[config.mk]
export PLATFORM = sky130hd
export DESIGN_NAME = thermal_supervisor
export DESIGN_NICKNAME = d
export VERILOG_FILES = /design/src/rtl/thermsup_pkg.sv /design/src/rtl/thermsup_sync.sv /design/src/rtl/thermsup_irq_cell.sv /design/src/rtl/thermsup_shutdown.sv /design/src/rtl/thermsup_chan_reg.sv /design/src/rtl/thermal_supervisor.sv
export SDC_FILE = /design/constraint.sdc
export NUM_CORES = 1
export LEC_CHECK = 0
export ABC_AREA = 0
export BUFFER_PORTS_ARGS = -buffer_cell sky130_fd_sc_hd__buf_2
export CAP_MARGIN = 10
export CORE_ASPECT_RATIO = 1.5
export CORE_MARGIN = 4
export CORE_UTILIZATION = 47
export DETAILED_ROUTE_END_ITERATION = 7
export PLACE_DENSITY = 0.89
export SLEW_MARGIN = 20
export SYNTH_ARGS = -nofsm -noshare
export SYNTH_HDL_FRONTEND = slang
export SYNTH_SLANG_ARGS = --single-unit
export TNS_END_PERCENT = 30
[constraint.sdc]
create_clock -name clk -period 3 [get_ports clk]
set_clock_uncertainty 0.1 [all_clocks]
set_input_delay 0.15 -clock clk [delete_from_list [all_inputs] [get_ports clk]]
set_output_delay 0.15 -clock clk [all_outputs]
set_load 0.005 [all_outputs]
[src/rtl/thermsup_pkg.sv]
// Package: shared definitions for the thermal supervisor.
// Assumes: the flag ordering below is used wherever the three sensor
// flags travel together as one vector.
package thermsup_pkg;

    // Bit positions of the sensor flags inside the synchronized vector.
    localparam int FLAG_WARN = 0;
    localparam int FLAG_CRIT = 1;
    localparam int FLAG_COOL = 2;
    localparam int NUM_FLAGS = 3;

    // Stored interrupt indices.
    localparam int IRQ_WARN = 0;
    localparam int IRQ_CRIT = 1;
    localparam int NUM_IRQS = 2;

    typedef logic [NUM_FLAGS-1:0] flag_vec_t;
    typedef logic [NUM_IRQS-1:0]  irq_vec_t;

endpackage

[src/rtl/thermsup_sync.sv]
// Module: thermsup_sync
// Brings asynchronous comparator flags into the clock domain through a
// register chain of STAGES flops. STAGES = 0 passes the flags straight
// through.
// Assumes: each flag is a slow level that stays stable for well over
// STAGES cycles; no bus coherency is needed across bits.
module thermsup_sync #(
    parameter int WIDTH  = 3,
    parameter int STAGES = 2
) (
    input  logic             clk,
    input  logic             rst_n,
    input  logic [WIDTH-1:0] d_i,
    output logic [WIDTH-1:0] q_o
);

    generate
        if (STAGES == 0) begin : g_bypass
            // Purpose: no synchronization requested.
            assign q_o = d_i;
        end else begin : g_chain
            logic [STAGES-1:0][WIDTH-1:0] stage_q;

            // Purpose: shift the flags through the synchronizer chain.
            always_ff @(posedge clk) begin
                if (!rst_n) begin
                    stage_q <= '0;
                end else begin
                    for (int i = STAGES - 1; i > 0; i--) begin
                        stage_q[i] <= stage_q[i-1];
                    end
                    stage_q[0] <= d_i;
                end
            end

            assign q_o = stage_q[STAGES-1];
        end
    endgenerate

endmodule

[src/rtl/thermsup_irq_cell.sv]
// Module: thermsup_irq_cell
// One stored interrupt. It is set by a 0-to-1 change of its level input
// and cleared by the end-of-interrupt strobe. When both happen in the
// same cycle, the set wins.
// Assumes: level_i is already synchronous to clk.
module thermsup_irq_cell (
    input  logic clk,
    input  logic rst_n,
    input  logic level_i,
    input  logic eoi_i,
    output logic pend_o
);

    logic level_prev_q;
    logic pend_q;
    logic rise;

    assign rise = level_i & ~level_prev_q;

    // Purpose: remember the previous level for edge detection.
    always_ff @(posedge clk) begin
        if (!rst_n) level_prev_q <= 1'b0;
        else        level_prev_q <= level_i;
    end

    // Purpose: hold the pending flag, with set priority over clear.
    always_ff @(posedge clk) begin
        if (!rst_n)     pend_q <= 1'b0;
        else if (rise)  pend_q <= 1'b1;
        else if (eoi_i) pend_q <= 1'b0;
    end

    assign pend_o = pend_q;

endmodule

[src/rtl/thermsup_shutdown.sv]
// Module: thermsup_shutdown
// Shutdown latch. It is set whenever the stage-2 flag is high and
// released only once the cool-down flag is high while stage 2 is low.
// Assumes: both inputs are synchronous to clk.
module thermsup_shutdown (
    input  logic clk,
    input  logic rst_n,
    input  logic crit_i,
    input  logic cool_i,
    output logic active_o
);

    logic active_q;

    // Purpose: set/release the shutdown state; stage 2 takes priority.
    always_ff @(posedge clk) begin
        if (!rst_n)      active_q <= 1'b0;
        else if (crit_i) active_q <= 1'b1;
        else if (cool_i) active_q <= 1'b0;
    end

    assign active_o = active_q;

endmodule

[src/rtl/thermsup_chan_reg.sv]
// Module: thermsup_chan_reg
// One per-channel host register. It is loaded by a write strobe and
// forced to zero while kill_i is high. A write in a killed cycle is
// dropped.
// Assumes: kill_i is synchronous to clk.
module thermsup_chan_reg #(
    parameter int NUM_CH = 16
) (
    input  logic              clk,
    input  logic              rst_n,
    input  logic              kill_i,
    input  logic              we_i,
    input  logic [NUM_CH-1:0] wdata_i,
    output logic [NUM_CH-1:0] q_o
);

    logic [NUM_CH-1:0] q;

    // Purpose: register update with the kill path ahead of host writes.
    always_ff @(posedge clk) begin
        if (!rst_n)      q <= '0;
        else if (kill_i) q <= '0;
        else if (we_i)   q <= wdata_i;
    end

    assign q_o = q;

endmodule

[src/rtl/thermal_supervisor.sv]
// Module: thermal_supervisor (top)
// Two-stage thermal supervisor. Stage 1 records a warning interrupt.
// Stage 2 records a shutdown interrupt, turns off the current sources and
// clears the output and flash-enable registers. The sources return on
// cool-down; the registers wait for the host to rewrite them.
// Assumes: comparator flags are asynchronous levels; eoi_i and the
// write strobes are single-cycle pulses synchronous to clk.
module thermal_supervisor #(
    parameter int NUM_CH      = 16,
    parameter int SYNC_STAGES = 2
) (
    input  logic              clk,
    input  logic              rst_n,
    input  logic              temp_warn_i,
    input  logic              temp_crit_i,
    input  logic              temp_cool_i,
    input  logic              eoi_i,
    input  logic              out_we_i,
    input  logic [NUM_CH-1:0] out_wdata_i,
    input  logic              flash_we_i,
    input  logic [NUM_CH-1:0] flash_wdata_i,
    output logic [NUM_CH-1:0] out_q_o,
    output logic [NUM_CH-1:0] flash_q_o,
    output logic              src_en_o,
    output logic              warn_stat_o,
    output logic              crit_stat_o,
    output logic              warn_irq_o,
    output logic              crit_irq_o,
    output logic              irq_n_o
);

    import thermsup_pkg::*;

    flag_vec_t flags_raw;
    flag_vec_t flags_s;
    irq_vec_t  irq_level;
    irq_vec_t  irq_pend;
    logic      warn_s;
    logic      crit_s;
    logic      cool_s;
    logic      shut_active;
    logic      kill;

    // Purpose: pack the raw sensor flags in package order.
    always_comb begin
        flags_raw            = '0;
        flags_raw[FLAG_WARN] = temp_warn_i;
        flags_raw[FLAG_CRIT] = temp_crit_i;
        flags_raw[FLAG_COOL] = temp_cool_i;
    end

    thermsup_sync #(
        .WIDTH  (NUM_FLAGS),
        .STAGES (SYNC_STAGES)
    ) u_sync (
        .clk   (clk),
        .rst_n (rst_n),
        .d_i   (flags_raw),
        .q_o   (flags_s)
    );

    assign warn_s = flags_s[FLAG_WARN];
    assign crit_s = flags_s[FLAG_CRIT];
    assign cool_s = flags_s[FLAG_COOL];

    // Purpose: route each stage flag to its interrupt cell.
    always_comb begin
        irq_level           = '0;
        irq_level[IRQ_WARN] = warn_s;
        irq_level[IRQ_CRIT] = crit_s;
    end

    generate
        for (genvar g = 0; g < NUM_IRQS; g++) begin : g_irq
            thermsup_irq_cell u_cell (
                .clk     (clk),
                .rst_n   (rst_n),
                .level_i (irq_level[g]),
                .eoi_i   (eoi_i),
                .pend_o  (irq_pend[g])
            );
        end
    endgenerate

    thermsup_shutdown u_shut (
        .clk      (clk),
        .rst_n    (rst_n),
        .crit_i   (crit_s),
        .cool_i   (cool_s),
        .active_o (shut_active)
    );

    // Clear the registers on the very edge that stage 2 is seen, and for
    // as long as the latch holds.
    assign kill = crit_s | shut_active;

    thermsup_chan_reg #(.NUM_CH(NUM_CH)) u_out_reg (
        .clk     (clk),
        .rst_n   (rst_n),
        .kill_i  (kill),
        .we_i    (out_we_i),
        .wdata_i (out_wdata_i),
        .q_o     (out_q_o)
    );

    thermsup_chan_reg #(.NUM_CH(NUM_CH)) u_flash_reg (
        .clk     (clk),
        .rst_n   (rst_n),
        .kill_i  (kill),
        .we_i    (flash_we_i),
        .wdata_i (flash_wdata_i),
        .q_o     (flash_q_o)
    );

    assign src_en_o    = ~shut_active;
    assign warn_stat_o = warn_s;
    assign crit_stat_o = crit_s;
    assign warn_irq_o  = irq_pend[IRQ_WARN];
    assign crit_irq_o  = irq_pend[IRQ_CRIT];
    assign irq_n_o     = ~(|irq_pend);

endmodule

Word level (Yosys, flattened, before mapping). Index checks and enable logic that the tools add are counted.

Register bits after elaboration: 43. Bits in latches: 0. RAM bits: 0. Memory bits (read-only): 0. Input port bits: 40. Output and inout bits: 38. Word-level logic and storage cells: 27. Memories kept: 0.

Add/subtract/negate cells: 0. $mul: 0. Divide/modulo/power cells: 0. $lt $le $gt $ge: 0. Equality and inequality tests: 0. Shifts and indexed selects: 0. Muxes and demuxes: 5. Bitwise gates (word level): 8. Reductions and logical operators: 5.

Operators with widths (number): nonzero test 2 bit (3); two-way mux 1 bit (5); NOT 1 bit (5); OR reduction 2 bit (2); bitwise AND 1 bit (2); OR 1 bit (1).

Longest topological paths before layout. Gate-level depths: netlist of the first run.

Depth after elaboration: 3. Mapped depth: 4. Gate-level depth less buffers: 2.

Modules after synthesis. From an unflattened synthesis of the first run, not the netlist that was laid out.

Cells, all modules: 139. Area, all modules: 1564.0 um2.

By module, submodules not included: thermsup_chan_reg (instances 2, cells an instance 53, area an instance 594.3 um2, seq. area each 320.3 um2); thermsup_sync (instances 1, cells an instance 15, area an instance 180.2 um2, seq. area each 120.1 um2); thermsup_irq_cell (instances 2, cells an instance 6, area an instance 70.1 um2, seq. area each 40.0 um2); thermsup_shutdown (instances 1, cells an instance 3, area an instance 41.3 um2, seq. area each 20.0 um2); thermal_supervisor (instances 1, cells an instance 3, area an instance 13.8 um2, seq. area each 0.0 um2).

Worst setup path before layout of the first run. Ideal clock, no wire load.

Kind: register to register. Start point: reg u_sync.g_chain.stage_q, in the netlist u_sync.q_o[1]. End point: reg u_flash_reg.q[12], in the netlist u_flash_reg.q_o[12]. Library setup time: 0.064 ns. Data arrival time: 1.028 ns. Data required time: 2.836 ns. Setup slack: 1.808 ns. Stages on the path, launching flop included: 5. Buffers on the path: 2. Clock period less this slack: 1.192 ns. Cells stage by stage: dfxtp_1 > or3b_1 > buf_6 > buf_6 > nor2_1.

Cells in the longest elaborated chain, start to end: 2.

Ends and longest elaborated chain: from (decl) (line thermsup_sync.sv:22) `logic [STAGES-1:0][WIDTH-1:0] stage_q;`; from (signal, indexed assignment) (line thermsup_sync.sv:30) `stage_q[i] <= stage_q[i-1];`; OR 1 bit (line thermal_supervisor.sv:95) `assign kill = crit_s | shut_active;`; OR reduction 2 bit (no line); to (signal assigned) (line thermsup_chan_reg.sv:23) `else if (we_i) q <= wdata_i;`; to (decl) (line thermsup_chan_reg.sv:17) `logic [NUM_CH-1:0] q;`.

No other way between the ends. A chain may end at the register's enable or synchronous reset.

Final worst setup path of the first run.
Start point: reg u_sync.g_chain.stage_q, in the netlist u_sync.q_o[1]. End point: reg u_flash_reg.q[6], in the netlist u_flash_reg.q_o[6].

The elaborated chain is that of the path after synthesis.

==> results of run 1 <==
-- area by class of cell --
cell class | instances | area, um2 | area share, %
clock inverters | 2 | 35.0 | 1.63
repair buffers | 92 | 536 | 25.0
well taps | 39 | 48.8 | 2.28
clock buffers | 6 | 82.6 | 3.85
inverters | 1 | 3.75 | 0.175
multi-input cells | 82 | 577 | 26.9
flip-flops and latches | 43 | 861 | 40.2
-- power groups by stage --
stage	logic [mW]	clock network, mW	registers (mW)
4_1_cts	0.148	0.464	0.616
3_3_place_gp	0.128	0	0.628
5_1_grt	0.162	0.488	0.620
2_1_floorplan	0.0737	0	0.632
6_report	0.146	0.450	0.616
3_5_place_dp	0.131	0	0.629
-- kinds of logic after synthesis --
group | Yosys count | synth area share (%)
AND/OR/NAND/NOR | 47 | 15.5
flip-flops | 43 | 57.0
multiplexers | 32 | 21.2
buffers and inverters | 10 | 4.80
AO/OA/AOI/OAI | 3 | 1.49
-- critical path, stage by stage, from the launching register on --
cell	delay [ns]
dfxtp_1	0.35
or3b_2	0.77
nor2_1	0.21
-- synth_stat cells --
cell type,instances
dfxtp_1,43
and2_1,8
mux2i_1,32
o21a_1,1
clkbuf_1,1
nor2_1,25
inv_1,1
a21boi_0,2
nor2_2,8
or3b_1,1
nor2b_1,1
buf_6,4
nand2b_1,4
buf_2,4
-- flip-flops by register name (all words and copies together) (netlist names) --
name and count:
u_shut.active_o 1, u_sync.q_o 3, u_out_reg.q_o 16, g_irq.u_cell.pend_o 2, g_irq.u_cell.level_prev_q 2, u_flash_reg.q_o 16, u_sync.g_chain.stage_q 3
-- stage by stage --
step,utilization (%),power (mW)
floorplan,-,0.705
global placement,62.5,0.756
detailed placement,62.5,0.760
CTS,71.4,1.23
global route,71.4,1.27
finish,71.4,1.21
-- repair_timing --
| action | CTS | global route |
|---|---|---|
| hold buffers | 15 | 0 |
| endpoints found under the hold margin | 15 | 0 |
| setup endpoints to repair | 0 | 0 |
-- layer usage --
layer	part of all wire, %	wire (um)
met1	35	1200
met4	2.0	71
met2	54	1890
met3	9.1	315
met5	0	0
-- final timing paths --
kind         cells after the start                       from  slack [ns]                   to
min                              3          flash_wdata_i[10]       0.004  u_flash_reg.q_o[10]
min reg2reg                      1  u_sync.g_chain.stage_q[2]        0.34        u_sync.q_o[2]
max reg2reg                      2              u_sync.q_o[1]        1.50   u_flash_reg.q_o[6]
max                              2              u_sync.q_o[1]        1.50   u_flash_reg.q_o[6]
==> flow_summary.yaml, run 1 <==
sta:
  tightestPinTransition_ns: 0.727
  final.min_clock_period_ns: 1.50
  timing.fmax_mhz: 669
  finalSetupTns_ns: 0
  hold_viol_final: 0
  finalMaxSlewViolations: 0
  final.setup.worst_slack_ns: 1.50
  hold_slack_ns: 0.00369
  finalCritPeriodShare_pct: 49.8
  finalSetupViolCount: 0
  slew_headroom_pct: 51.6
  rsz0062_at_grt: "false"
yosys:
  yosysTopAreaCell: "dfxtp_1"
  yosysTopAreaCellShare_pct: 57.0
  synth-seq-area-share_pct: 57.0
  ys_top_cells_by_area: "dfxtp_1, mux2i_1, nor2_1"
  synth_nets: 175
  yosysWarnings: 0
  synth_cell_type_count: 14
  ys_ff_latch: 43
  netlist_instances: 135
  syn_area_per_cell_um2: 11.2
  netlist_area_um2: 1510
setup_path:
  cp_max_fo: 32
  crit_arrival_ns: 1.62
  critPathLaunchType: "flip-flop"
  cp_data_required_time_ns: 3.12
  endpoint_kind: "flip-flop"
  crit_type: "reg2reg"
cts:
  cts-buffers-inserted: 5
  cts_tree: "done"
  path_clk_slew_ns: 0.08
  post_cts_buffers: 0
  cts.sinks: 43
  htreeDepth: 2
  clkLatencyLatePin_ns: 0.29
  clockBufferDepth: 2
  clock-root-buffer: "clkbuf_8"
  ctsResizeCount: 0
floorplan:
  rows: 24
  die_y_um: 77.4
  die_area_um2: 4200
  start_util_pct: 50.3
  io_pins: 78
  die_w_um: 54.3
  coreArea_um2: 3000
finish:
  mostFrequentLayoutCells: "buf_2, dfxtp_1, mux2i_1"
  area_growth_pct: 41.9
  drive_above_1_share_pct: 41.6
  final_nets: 265
  stdcell_count: 265
  final.fill_count: 236
  layout_commonest_cell: "buf_2"
  final_area_um2: 2140
  antenna_cells: 0
routing:
  drt_iter0_markers: 26
  ant_nets: 0
  vias: 1216
  route.detailed.wl_per_inst_um: 13.1
  first_pass_iters: 2
  avgViaCountPerCell: 4.59
  finalWirelength_um: 3480
  drc: 0
global_routing:
  grt_overflow_total: 0
  track_usage_pct: 17.6
  grt_use_met2_pct: 32.0
  use_met3_pct: 6.32
  antenna_found_initial: 0
  busiest_layer: "met2"
  grt_first_pass_wirelength_um: 5350
  grt_pass1_vias: 1180
  grt_max_degree: 33
  use_met1_pct: 16.6
place:
  placed_area_um2: 1880
  placed_cells: 242
  place_ws_ns: 1.29
  port_buffers: 77
  place_hpwl_um: 2420
  routabilityCongestion: 0.659
power_and_ir_drop:
  p_comb_share_pct: 12.0
  p_switching_mw: 0.261
  intPower_mw: 0.951
  ir_drop_uv: 523
  leakagePower_nw: 1.10
  p_seq_share_pct: 50.9
  p_per_area_nw_per_um2: 566
  swShare_pct: 21.5
  pwr-share-clk_pct: 37.1
flow_run:
  cap_viol_max_count: 0
status:
  status: "completed"
hold_path:
  hp-class: "in2reg"
(Power assumes the default switching activity.)
==> run 2: changes to the inputs <==
--- a/config.mk
+++ b/config.mk
@@ -10,9 +10,9 @@
 export CAP_MARGIN = 10
 export CORE_ASPECT_RATIO = 1.5
 export CORE_MARGIN = 4
-export CORE_UTILIZATION = 47
+export CORE_UTILIZATION = 44
 export DETAILED_ROUTE_END_ITERATION = 7
-export PLACE_DENSITY = 0.89
+export PLACE_DENSITY = 0.84
 export SLEW_MARGIN = 20
 export SYNTH_ARGS = -nofsm -noshare
 export SYNTH_HDL_FRONTEND = slang
==> constraint.sdc (replaced) <==
create_clock -name clk -period 1.4 [get_ports clk]
set_clock_uncertainty 0.1 [all_clocks]
set_input_delay 0.07 -clock clk [delete_from_list [all_inputs] [get_ports clk]]
set_output_delay 0.07 -clock clk [all_outputs]
set_load 0.005 [all_outputs]
==> run 2 against run 1 <==
Die area is 5.9% higher. Worst hold slack improved by 0.20 ns. Utilization increased by 1.8 points. Count of clock-buffer cells in the layout fell by 1. Non-clock buffer count is 23 higher. First-iteration DRC count fell by 31%. Global-route usage grew 0.81 points. Power grew 100%. Via count rose by 7.6%. Register-to-register slack worse by 1.3 ns. Final cell count up 9.1%. Critical endpoint is now u_out_reg.q_o[14]. Largest cell class unchanged. Largest power group unchanged. Highest routed layer unchanged.
==> flow_summary.yaml, run 2 (synthesis gave the netlist of run 1 again) <==
power_and_ir_drop:
  p_seq_share_pct: 54.7
  pwr-share-clk_pct: 30.0
  leakagePower_nw: 1.19
  ir_drop_uv: 1060
  p_per_area_nw_per_um2: 1030
  p_switching_mw: 0.567
  swShare_pct: 23.4
  intPower_mw: 1.85
  p_comb_share_pct: 15.3
sta:
  finalSetupTns_ns: 0
  rsz0062_at_grt: "false"
  finalMaxSlewViolations: 0
  tightestPinTransition_ns: 0.470
  hold_slack_ns: 0.205
  hold_viol_final: 0
  timing.fmax_mhz: 758
  slew_headroom_pct: 68.7
  finalCritPeriodShare_pct: 94.2
  final.setup.worst_slack_ns: 0.0814
  final.min_clock_period_ns: 1.32
  finalSetupViolCount: 0
flow_run:
  cap_viol_max_count: 0
finish:
  final_area_um2: 2360
  final_nets: 288
  layout_commonest_cell: "buf_2"
  antenna_cells: 0
  final.fill_count: 236
  drive_above_1_share_pct: 38.2
  area_growth_pct: 56.0
  mostFrequentLayoutCells: "buf_2, dfxtp_1, dlygate4sd3_1"
  stdcell_count: 289
global_routing:
  grt_pass1_vias: 1366
  antenna_found_initial: 0
  grt_max_degree: 33
  grt_first_pass_wirelength_um: 6400
  grt_overflow_total: 0
  track_usage_pct: 18.4
place:
  place_ws_ns: 0.198
  routabilityCongestion: 0.709
  place_hpwl_um: 2390
  placed_cells: 244
  port_buffers: 77
  placed_area_um2: 1900
cts:
  clkLatencyLatePin_ns: 0.29
  cts.sinks: 43
  clockBufferDepth: 2
  post_cts_buffers: 0
  htreeDepth: 2
  cts_tree: "done"
  path_clk_slew_ns: 0.08
  clock-root-buffer: "clkbuf_8"
  cts-buffers-inserted: 5
routing:
  drc: 0
  vias: 1308
  first_pass_iters: 4
  avgViaCountPerCell: 4.53
  ant_nets: 0
  route.detailed.wl_per_inst_um: 13.2
  drt_iter0_markers: 18
  finalWirelength_um: 3810
floorplan:
  die_y_um: 79.8
  die_w_um: 55.8
  start_util_pct: 46.9
  io_pins: 78
  rows: 25
  die_area_um2: 4450
  coreArea_um2: 3220
setup_path:
  crit_arrival_ns: 1.45
  cp_max_fo: 32
  endpoint_kind: "flip-flop"
  crit_type: "in2reg"
  cp_data_required_time_ns: 1.53
  critPathLaunchType: "input port"
hold_path:
  hp-class: "in2reg"
status:
  status: "completed"
run 2: routing by layer:
| metal | part of all wire (%) | track usage, % | vias to the layer above | wire length (um) |
|---|---|---|---|---|
| li1 | - | - | 661 | - |
| met5 | 0 | 0 | - | 0 |
| met3 | 7.1 | 6.47 | 10 | 270 |
| met1 | 36 | 18.6 | 585 | 1390 |
| met2 | 53 | 33.4 | 52 | 2040 |
| met4 | 2.9 | 8.79 | 0 | 111 |
run 2: power by group through the flow:
| stage | Clock [mW] | Combinational, mW | Sequential, mW |
|---|---|---|---|
| 4_1_cts | 0.764 | 0.370 | 1.32 |
| 6_report | 0.725 | 0.371 | 1.32 |
| 2_1_floorplan | 0 | 0.158 | 1.35 |
| 3_5_place_dp | 0 | 0.288 | 1.35 |
| 3_3_place_gp | 0 | 0.282 | 1.35 |
| 5_1_grt | 0.797 | 0.410 | 1.33 |
run 2: area by class of cell:
class / instances / area [um2] / area share [%]
multi-input cells: 82 / 579 / 24.6
repair buffers: 115 / 778 / 33.0
inverters: 1 / 3.75 / 0.159
flip-flops and latches: 43 / 861 / 36.5
clock inverters: 3 / 15.0 / 0.637
clock buffers: 5 / 68.8 / 2.92
well taps: 40 / 50.0 / 2.12
run 2: path summary, 6_finish.rpt:
check / from / end / slack, ns / depth (start not counted)
worst min-delay path: out_we_i / u_out_reg.q_o[5] / 0.21 / 3
worst max-delay path: rst_n / u_out_reg.q_o[14] / 0.08 / 5
worst max register to register: u_sync.q_o[1] / u_out_reg.q_o[14] / 0.21 / 3
worst min register to register: u_sync.g_chain.stage_q[2] / u_sync.q_o[2] / 0.34 / 1
run 2: timing repair:
action	CTS	global route
resized for setup	0	4
endpoints found under the setup margin	0	31
hold buffers	38	0
endpoints found under the hold margin	38	0
run 2: metrics by stage:
step                utilization, %  power (mW)
floorplan                        -        1.51
global placement              58.9        1.63
detailed placement            58.9        1.64
CTS                           73.3        2.46
global route                  73.1        2.54
finish                        73.1        2.42
run 2: worst max-delay path: stages:
cell	delay [ns]
dlygate4sd3_1	0.53
buf_4	0.15
or3b_4	0.39
buf_12	0.18
nor2_1	0.11
